### config.mk
export PLATFORM = sky130hd
export DESIGN_NAME = winwdog
export DESIGN_NICKNAME = d
export VERILOG_FILES = /design/src/rtl/winwdog_pkg.sv /design/src/rtl/winwdog_ctrl.sv /design/src/rtl/winwdog_dp.sv /design/src/rtl/winwdog.sv
export SDC_FILE = /design/constraint.sdc
export NUM_CORES = 1
export LEC_CHECK = 0
export ABC_AREA = 1
export BUFFER_PORTS_ARGS = -buffer_cell sky130_fd_sc_hd__buf_2
export CAP_MARGIN = 40
export CORE_ASPECT_RATIO = 1.1
export CORE_UTILIZATION = 55
export DETAILED_ROUTE_END_ITERATION = 10
export PLACE_DENSITY = 0.83
export SLEW_MARGIN = 20
export SYNTH_ARGS = -nofsm -noshare
export SYNTH_HDL_FRONTEND = slang
export SYNTH_SLANG_ARGS = --single-unit
export TNS_END_PERCENT = 100
### constraint.sdc
create_clock -name clk -period 3.8 [get_ports clk]
set_input_delay 0.57 -clock clk [delete_from_list [all_inputs] [get_ports clk]]
set_output_delay 0.57 -clock clk [all_outputs]
set_load 0.02 [all_outputs]
### src/rtl/winwdog_pkg.sv
package winwdog_pkg;
  localparam int SEL_BIT  = 3;
  localparam int CODE_W   = 3;
  localparam int N_CODES  = 1 << CODE_W;
  localparam int DIV_W    = 4;
  localparam int ST_TO    = 3;
  localparam int ST_ERR   = 2;
  localparam int ST_OFF   = 1;
  localparam int ST_OPEN  = 0;

  typedef struct packed {
    logic loadWd;
    logic loadCyc;
    logic restart;
    logic fault;
    logic clrTo;
    logic clrErr;
  } wdStrobe_t;
endpackage

### src/rtl/winwdog_ctrl.sv
module winwdog_ctrl
  import winwdog_pkg::*;
(
  input  logic      clk,
  input  logic      rstN,
  input  logic      regWrEn,
  input  logic      selCyc,
  input  logic      regRdEn,
  input  logic      wdClear,
  input  logic      armed,
  input  logic      winOpen,
  input  logic      expire,
  output wdStrobe_t strobe,
  output logic      rstReq
);
  logic clrOk, clrBad, loadWd;

  always_comb begin
    loadWd = regWrEn & ~selCyc;
    clrOk  = wdClear & armed & winOpen & ~loadWd;
    clrBad = wdClear & armed & ~winOpen & ~loadWd;
    strobe.loadWd  = loadWd;
    strobe.loadCyc = regWrEn & selCyc;
    strobe.fault   = clrBad | (expire & ~wdClear & armed & ~loadWd);
    strobe.restart = loadWd | clrOk | strobe.fault;
    strobe.clrTo   = regWrEn | regRdEn;
    strobe.clrErr  = clrOk;
  end

  always_ff @(posedge clk or negedge rstN) begin
    if (!rstN) rstReq <= 1'b0;
    else       rstReq <= strobe.fault;
  end

  // a fault turns into a reset request one cycle later
  p_fault_req_r7: assert property (@(posedge clk) disable iff (!rstN)
    strobe.fault |=> rstReq);
  // a disarmed watchdog never faults
  p_off_quiet_r11: assert property (@(posedge clk) disable iff (!rstN)
    !armed |-> !strobe.fault);
  // a clear in the closed half of an armed period always faults
  p_closed_clear_r6: assert property (@(posedge clk) disable iff (!rstN)
    (wdClear && armed && !winOpen && !regWrEn) |-> strobe.fault);
endmodule

### src/rtl/winwdog_dp.sv
module winwdog_dp
  import winwdog_pkg::*;
#(
  parameter int BASE_TICKS = 4,
  localparam int MAX_LIMIT = BASE_TICKS * 14,
  localparam int CNT_W     = $clog2(MAX_LIMIT + 1)
) (
  input  logic              clk,
  input  logic              rstN,
  input  logic              tick,
  input  logic [CODE_W-1:0] wrCode,
  input  wdStrobe_t         strobe,
  output logic              armed,
  output logic              winOpen,
  output logic              expire,
  output logic [7:0]        status,
  output logic [CODE_W-1:0] cycCode
);
  logic [CODE_W-1:0] wdCode;
  logic [CNT_W-1:0]  cnt, limit, half;
  logic [DIV_W-1:0]  divTab [N_CODES];
  logic              toFlag, errFlag;

  for (genvar g = 0; g < N_CODES; g++) begin : gDiv
    assign divTab[g] = (g == 0) ? DIV_W'(1) : DIV_W'(2 * g);
  end

  assign limit   = CNT_W'(BASE_TICKS * int'(divTab[wdCode]));
  assign half    = limit >> 1;
  assign winOpen = (cnt >= half);
  assign expire  = armed & tick & (cnt == limit - CNT_W'(1));

  always_ff @(posedge clk or negedge rstN) begin
    if (!rstN) begin
      wdCode  <= '0;
      cycCode <= '0;
      armed   <= 1'b0;
      cnt     <= '0;
      toFlag  <= 1'b0;
      errFlag <= 1'b0;
    end else begin
      if (strobe.loadWd) begin
        wdCode <= wrCode;
        armed  <= 1'b1;
      end
      if (strobe.loadCyc) cycCode <= wrCode;
      if (strobe.restart)        cnt <= '0;
      else if (tick && armed)    cnt <= cnt + CNT_W'(1);
      if (strobe.fault)          toFlag <= 1'b1;
      else if (strobe.clrTo)     toFlag <= 1'b0;
      if (strobe.fault)          errFlag <= 1'b1;
      else if (strobe.clrErr)    errFlag <= 1'b0;
    end
  end

  always_comb begin
    status          = '0;
    status[ST_TO]   = toFlag;
    status[ST_ERR]  = errFlag;
    status[ST_OFF]  = ~armed;
    status[ST_OPEN] = armed & winOpen;
  end

  // the count never reaches the period length
  p_cnt_bound_r3: assert property (@(posedge clk) disable iff (!rstN)
    armed |-> cnt < limit);
  // an access without a fault leaves the timeout bit clear
  p_acc_clear_r8: assert property (@(posedge clk) disable iff (!rstN)
    (strobe.clrTo && !strobe.fault) |=> !toFlag);
  // a fault sets both flags and restarts the count
  p_fault_flags_r7: assert property (@(posedge clk) disable iff (!rstN)
    strobe.fault |=> (toFlag && errFlag && cnt == '0));
  // a periodic-sense write leaves the watchdog code alone
  p_cyc_keep_r2: assert property (@(posedge clk) disable iff (!rstN)
    (strobe.loadCyc && !strobe.loadWd) |=> $stable(wdCode));
  // without a tick or a restart the count holds
  p_hold_r12: assert property (@(posedge clk) disable iff (!rstN)
    (!tick && !strobe.restart) |=> $stable(cnt));
endmodule

### src/rtl/winwdog.sv
module winwdog
  import winwdog_pkg::*;
#(
  parameter int BASE_TICKS = 4
) (
  input  logic       clk,
  input  logic       rstN,
  input  logic       tick,
  input  logic       regWrEn,
  input  logic [7:0] regWrData,
  input  logic       regRdEn,
  output logic [7:0] regRdData,
  input  logic       wdClear,
  output logic       rstReq,
  output logic [2:0] cycCode
);
  wdStrobe_t strobe;
  logic armed, winOpen, expire;

  winwdog_ctrl u_ctrl (
    .clk(clk), .rstN(rstN), .regWrEn(regWrEn), .selCyc(regWrData[SEL_BIT]),
    .regRdEn(regRdEn), .wdClear(wdClear), .armed(armed), .winOpen(winOpen),
    .expire(expire), .strobe(strobe), .rstReq(rstReq)
  );

  winwdog_dp #(.BASE_TICKS(BASE_TICKS)) u_dp (
    .clk(clk), .rstN(rstN), .tick(tick), .wrCode(regWrData[CODE_W-1:0]),
    .strobe(strobe), .armed(armed), .winOpen(winOpen), .expire(expire),
    .status(regRdData), .cycCode(cycCode)
  );
endmodule

==> run metrics, run 1 <==
Worst-Skew Late Latency roughly 0.29 ns; Synth cell types 18; dpl cell area ~1100 µm²; status complete, no violations; post-route ant nets 0; PD cells 387.6 nW/µm²; Core Region 1633 µm²; Synth Area per Inst between 7 and 8 µm²; first-pass GRT wire length 3.222 mm; via count 834; via/cell ratio 4.994; GRT Residual Overflow 0; post-CTS setup buffers 0; Final Max Slew Viols 0; die width 42.65 µm; setup TNS 0 ns; Placer Congestion 0.7924; gr usage total 22.65%; Critical Path RT 3.23 ns; Clock Sinks 16; layout cells sized above 1 24.67%; Worst path slowest cell dfrtp_1; CTS tree built; endpoints failing hold 0; P_leak 0.6220 nW; TritonCTS buffer count 3; vias in the first global route 780; Gate Count Post-Synth 132; Max Clk Rate 0.4276 GHz; Die H between 40 and 50 µm; Final setup viols 0; Synth-to-Final Area Change 10.89%; # IOs 26; fin crit share about three fifths; netlist area before placement ~1000 µm²; iteration count of the initial detailed-routing pass 4; final core utilization approximately two thirds; clock buffer depth 2; RSZ-0062 raised after global routing no; pin count of the biggest net entering global routing 17; initial antenna violation count 0; Crit. End Element output port; Synth Warn # 0; slowest stage delay, CP ~0.41 ns; Critical Setup Path Class reg -> out; commonest non-fill, non-tap cell in the layout nand2_1; clock skew 0.006064 ns; hold_buf cts 0; clk root buf clkbuf_4; most used cell, CP nand2_1; most frequent cells in the layout nand2_1, inv_1, nor2_1, buf_2, dfrtp_1; VDD IR-drop max about 0.00030 V; hold crit path type in -> async; DP HPWL ~1.5 mm; H-tree depth 1; # rows 15; Final #Nets ~170; initial DRC count 13; fin crit period roughly 2.3 ns; Crit Path Max Fanout 3; final wirelength 1.903 mm; antenna diode count 0; Arrival @ worst endpoint 1.77 ns; storage element area around 400 µm²; Startpoint Class flip-flop; Initial Utilization 61.23%; max-cap violations 0; multi-input logic area 483.0 µm²; Clock transition at path regs 0.10 ns; layout filler cell count between 100 and 150; crit path cell chain nor2_1 -> nand2_2 -> inv_1 -> ha_1 -> nand2_1 -> nand2_1 -> nand2_1 -> nand2_2 -> inv_1 -> nor2_1 -> buf_2; Seq/Total Area, Yosys 40.05%; Synth Register Bits 16; wire length per cell ~11 µm; die footprint ~2000 µm²; cts repair resizes 0; port bufs 17; DRC Markers 0; Tot Pwr 0.4296 mW; post-route cell area 1109 µm²
[cell usage after synthesis]
library cell  instances  area share (%)
nor3_1                1            0.50
xor2_1                4             3.5
nand3_2               1             1.0
a21oi_2               1            0.88
nand2_2               5             3.1
conb_1                1            0.38
nand3_1               6             3.0
nand2_1              35              13
inv_2                 3             1.1
mux2_2                3             3.4
inv_1                19             7.1
o21ai_0               4             2.0
a21oi_1               1            0.50
buf_4                 6             4.5
dfrtp_1              16              40
ha_1                  6             7.5
nor2_2                3             1.9
nor2_1               17             6.4
[metrics by stage]
| step | cells | worst slack [ns] | hold WS, ns |
|---|---|---|---|
| CTS | 167 | 1.453 | 0.1770 |
| global route | 167 | 1.338 | 0.1974 |
| detailed placement | 163 | 1.784 | 0.4769 |
| global placement | 163 | 1.800 | 0.4648 |
| floorplan | 135 | 1.901 | 0.2744 |
| finish | 167 | 1.462 | 0.1687 |
[final timing paths]
kind                                start        endpoint  slack, ns  cells after the start
max                        u_dp.wdCode[1]    regRdData[0]       1.46                     11
min                                  rstN  u_dp.wdCode[2]       0.17                      1
max reg2reg                u_dp.wdCode[1]     u_dp.cnt[4]       2.04                     11
min reg2reg                  u_dp.errFlag    u_dp.errFlag       0.50                      2
max in group asynchronous            rstN     u_dp.cnt[4]       3.37                      1
min in group clk             regWrData[0]  u_dp.wdCode[0]       0.50                      3
[where the power goes]
group | total (mW) | switching, mW | internal, mW
clock network | 0.114 | 0.0556 | 0.0584
logic | 0.118 | 0.0769 | 0.0414
registers | 0.197 | 0.0106 | 0.187
[metal layers]
metal / GRT usage, % / up-vias / routed length (µm)
met3: 2.353 / 4 / 50
li1: - / 428 / -
met1: 24.32 / 379 / 832
met5: 0 / - / 0
met2: 43.64 / 23 / 980
met4: 13.13 / 0 / 39
[logic make-up after synthesis]
group                      after synthesis  share of synthesized area (%)
other                                    1                         0.3751
and+or+nand+nor                         68                          29.04
muxes                                    3                          3.379
xor gates and xnor gates                 4                          3.504
adders and majority gates                6                          7.509
AOI/OAI and AO/OA                        6                          3.379
DFF                                     16                          40.05
buffers and inverters                   28                          12.77
[flip-flops by register name, summed over array words and instances, names as in the netlist]
register	flops
u_dp.cnt	6
u_ctrl.rstReq	1
u_dp.armed	1
u_dp.cycCode	3
u_dp.wdCode	3
u_dp.errFlag	1
u_dp.toFlag	1
[critical path, delay by kind of cell, from the launching register on]
| family | cells | cell delay, ns |
|---|---|---|
| DFF | 1 | 0.41 |
| and+or+nand+nor | 7 | 0.56 |
| adders and majority gates | 1 | 0.21 |
| buffers and inverters | 3 | 0.30 |
[layout make-up]
cell class              instances  area share, %
flip-flops and latches         16          36.12
multi-input cells              91          43.57
repair buffers                 17          7.675
inverters                      22          7.449
clock buffers                   4          3.273
well taps                      17          1.919
Power figures use the tool's default switching activity.
==> inputs of run 2 (changes only) <==
--- a/config.mk
+++ b/config.mk
@@ -5,13 +5,13 @@
 export SDC_FILE = /design/constraint.sdc
 export NUM_CORES = 1
 export LEC_CHECK = 0
-export ABC_AREA = 1
+export ABC_AREA = 0
 export BUFFER_PORTS_ARGS = -buffer_cell sky130_fd_sc_hd__buf_2
 export CAP_MARGIN = 40
 export CORE_ASPECT_RATIO = 1.1
-export CORE_UTILIZATION = 55
+export CORE_UTILIZATION = 51
 export DETAILED_ROUTE_END_ITERATION = 10
-export PLACE_DENSITY = 0.83
+export PLACE_DENSITY = 0.78
 export SLEW_MARGIN = 20
 export SYNTH_ARGS = -nofsm -noshare
 export SYNTH_HDL_FRONTEND = slang
==> constraint.sdc (replaced) <==
create_clock -name clk -period 2.3 [get_ports clk]
set_input_delay 0.345 -clock clk [delete_from_list [all_inputs] [get_ports clk]]
set_output_delay 0.345 -clock clk [all_outputs]
set_load 0.02 [all_outputs]
==> run 2 against run 1 <==
  * Critical path depth shrank 5
  * Cell area shrank 1.1%
  * Synthesized cell count shrank 26%
  * Via count shrank 11%
  * Register-to-register slack lost 1.7 ns
  * Die area grew 4.7%
  * Worst hold slack gained 0.11 ns
  * Flip-flop and latch count is the same
  * Global-route usage shrank 3.1 points
  * Area after synthesis shrank 2.8%
==> run metrics, run 2 <==
Synth top cells by count dfrtp_1, nand2_1, inv_1 (was nand2_1, inv_1, nor2_1); port bufs 17 (unchanged); Core Region 1782 µm² (was 1633 µm²); via count 745 (was 834); initial antenna violation count 0 (unchanged); Seq/Total Area, Yosys 41.18% (was 40.05%); antenna diode count 0 (unchanged); Hold Crit Endpoint u_dp.wdCode[0]; Internal Power 0.4811 mW (was 0.2866 mW); Worst-Skew Late Latency 0.30 ns (was 0.29 ns); H-tree depth 1 (unchanged); fin crit period 2.172 ns; r2r setup slk 0.31 ns (was 2.04 ns); CTS tree built (unchanged); layout cells sized above 1 31.90% (was 24.67%); Crit path max-delay family compound AO/OA/AOI/OAI gates (was simple AND/OR/NAND/NOR gates); # IOs 26 (unchanged); PD cells 631.5 nW/µm² (was 387.6 nW/µm²); DRC Markers 0 (unchanged); status complete, no violations (unchanged); wire length per cell 13.41 µm (was 11.40 µm); die footprint 2085 µm² (was 1992 µm²); Tot Pwr 0.6922 mW (was 0.4296 mW); dpl ws 0.3162 ns (was 1.784 ns); Final setup viols 0 (unchanged); Synth Warn # 0 (unchanged); endpoints failing hold 0 (unchanged); Clock transition at path regs 0.09 ns (was 0.10 ns); Top Registers u_dp.cnt x6, u_dp.cycCode x3, u_dp.wdCode x3 (unchanged); die width 43.63 µm (was 42.65 µm); final wirelength 1.797 mm (was 1.903 mm); iteration count of the initial detailed-routing pass 4 (unchanged); Synth-to-Final Area Change 12.74% (was 10.89%); setup ws final 0.1282 ns (was 1.462 ns); # rows 16 (was 15); gr usage total 19.51% (was 22.65%); fin crit share between 90% and 100%; Crit Path Max Fanout 5 (was 3); clk root buf clkbuf_4 (unchanged); initial DRC count 11 (was 13); main flop type after synthesis dfrtp_1 (unchanged); R2R Path Start u_dp.wdCode[1] (unchanged); Placer Congestion 0.8022 (was 0.7924); Final #Nets 137 (was 171); Clk pwr share 27.6% (was 26.5%); Critical Setup Path Class reg -> out (unchanged); max-cap violations 0 (unchanged); most frequent cells in the layout buf_2, dfrtp_1, nand2_1 (was nand2_1, inv_1, nor2_1, buf_2, dfrtp_1); DP HPWL 1.335 mm (was 1.535 mm); Post-synth EDFFs 0 (unchanged); hold crit path type in -> reg (was in -> async); Die H 47.79 µm (was 46.72 µm); Arrival @ worst endpoint 1.83 ns (was 1.77 ns); GRT Residual Overflow 0 (unchanged); hold_sp regWrData[0]; slowest stage delay, CP 0.42 ns (was 0.41 ns); Gate Count Post-Synth 98 (was 132); via/cell ratio 5.560 (was 4.994); post-CTS setup buffers 0 (unchanged); Synth Area per Inst 9.920 µm² (was 7.574 µm²); VDD IR-drop max 0.0005308 V (was 0.0002990 V); sequential power share 47.0% (was 45.9%); Hold Path Depth 3; Worst path slowest cell dfrtp_1 (unchanged); TritonCTS buffer count 3 (unchanged); Worst-Margin Slew 0.5826 ns; Synth Register Bits 16 (unchanged); Synth cell types 30 (was 18); top cells by area, synth dfrtp_1, ha_1, and3_2, buf_4, mux2_2 (was dfrtp_1, nand2_1, ha_1, inv_1, nor2_1); Max Clk Rate 0.4604 GHz; switch share 30.50% (was 33.29%); Startpoint Class flip-flop (unchanged); pin count of the biggest net entering global routing 17 (unchanged); vias in the first global route 695 (was 780); Gate power share 25.5% (was 27.5%); CP bufs+invs 2 (was 3); ys async rst share 100.0% (unchanged); clock skew 0.006088 ns (was 0.006064 ns); layout filler cell count 153 (was 138); post-route ant nets 0 (unchanged); most frequent cell after synthesis dfrtp_1 (was nand2_1); P_leak 0.5802 nW (was 0.6220 nW); r2r endpoint u_dp.errFlag (was u_dp.cnt[4]); crit path cell chain inv_1 -> ha_1 -> a21o_1 -> a211oi_2 -> a21oi_1 -> buf_2 (was nor2_1 -> nand2_2 -> inv_1 -> ha_1 -> nand2_1 -> nand2_1 -> nand2_1 -> nand2_2 -> inv_1 -> nor2_1 -> buf_2); R2R depth 7 (was 11); first-pass GRT wire length 2.849 mm (was 3.222 mm); Critical Path RT 1.96 ns (was 3.23 ns); commonest non-fill, non-tap cell in the layout buf_2 (was nand2_1); number of flip-flops in the largest register 6 (unchanged); Largest Register u_dp.cnt (unchanged); Initial Utilization 54.56% (was 61.23%); clock buffer depth 2 (unchanged); area leader, netlist dfrtp_1 (unchanged); Clock Sinks 16 (unchanged); Crit. End Element output port (unchanged); NetSw 0.2111 mW (was 0.1430 mW); top cell type's share of synthesized area 41.18% (was 40.05%); Slew headroom 60.93%; netlist area before placement 972.2 µm² (was 999.7 µm²); Final Max Slew Viols 0 (unchanged)
==> run 2: worst max-delay path by stage <==
stage,startpoint,to,slack (ns),cells after the start
3_3_place_gp,u_dp.wdCode[1],u_dp.errFlag,0.33,7
3_5_place_dp,u_dp.wdCode[1],u_dp.errFlag,0.32,7
2_1_floorplan,u_dp.wdCode[0],u_dp.cnt[0],0.53,7
6_report,u_dp.wdCode[1],regRdData[0],0.13,6
4_1_cts,u_dp.wdCode[1],regRdData[0],0.02,6
5_1_grt,u_dp.wdCode[1],regRdData[0],-0.003,6
==> run 2: tightest hold or removal path, cell delays in order <==
cell and delay [ns]:
buf_2 0.08, nand2_1 0.04, o21ai_0 0.06
==> run 2: what timing repair did <==
action	in CTS	in global routing
endpoints found under the hold margin	16	0
endpoints found under the setup margin	0	1
hold buffers	1	0
gates resized for setup	0	1
==> run 2: logic make-up after synthesis <==
group / synth area share (%)
and+or+nand+nor: 18.79
AOI/OAI and AO/OA: 11.20
DFF: 41.18
buffers and inverters: 8.236
xor gates and xnor gates: 7.851
adders and majority gates: 7.722
muxes: 4.633
other: 0.3857
==> run 2: power groups by stage <==
stage	Sequential (mW)	Clock, mW	Combinational [mW]
5_1_grt	0.329	0.202	0.197
3_5_place_dp	0.331	0	0.174
6_report	0.325	0.191	0.176
3_3_place_gp	0.329	0	0.169
4_1_cts	0.325	0.193	0.176
2_1_floorplan	0.340	0	0.126
==> run 2: cell type report <==
class,instances,area [µm²],share of cell area (%)
tap,18,22.52,2.055
sequential,16,400.4,36.53
multi-input combinational,70,508.0,46.35
inverter,7,26.28,2.397
clock buffer,4,36.28,3.311
timing repair buffer,19,102.6,9.361
==> run 2: layer usage <==
metal | global-route usage, % | vias up | routed length [µm]
li1 | - | 364 | -
met1 | 23.33 | 358 | 791
met2 | 32.54 | 16 | 899
met3 | 2.264 | 7 | 45
met4 | 15.63 | 0 | 59
met5 | 0 | - | 0
==> run 2: per-stage QoR <==
step | setup TNS, ns | instance area, µm² | hold slack [ns] | cells | util (%)
global route | -0.002734 | 1096 | 0.2873 | 134 | 61.52
CTS | 0 | 1091 | 0.2784 | 134 | 61.24
detailed placement | 0 | 1045 | 0.2803 | 129 | 58.64
finish | 0 | 1096 | 0.2745 | 134 | 61.52
global placement | 0 | 1045 | 0.2730 | 129 | 58.64
floorplan | 0 | 983.4 | 0.04941 | 101 | -
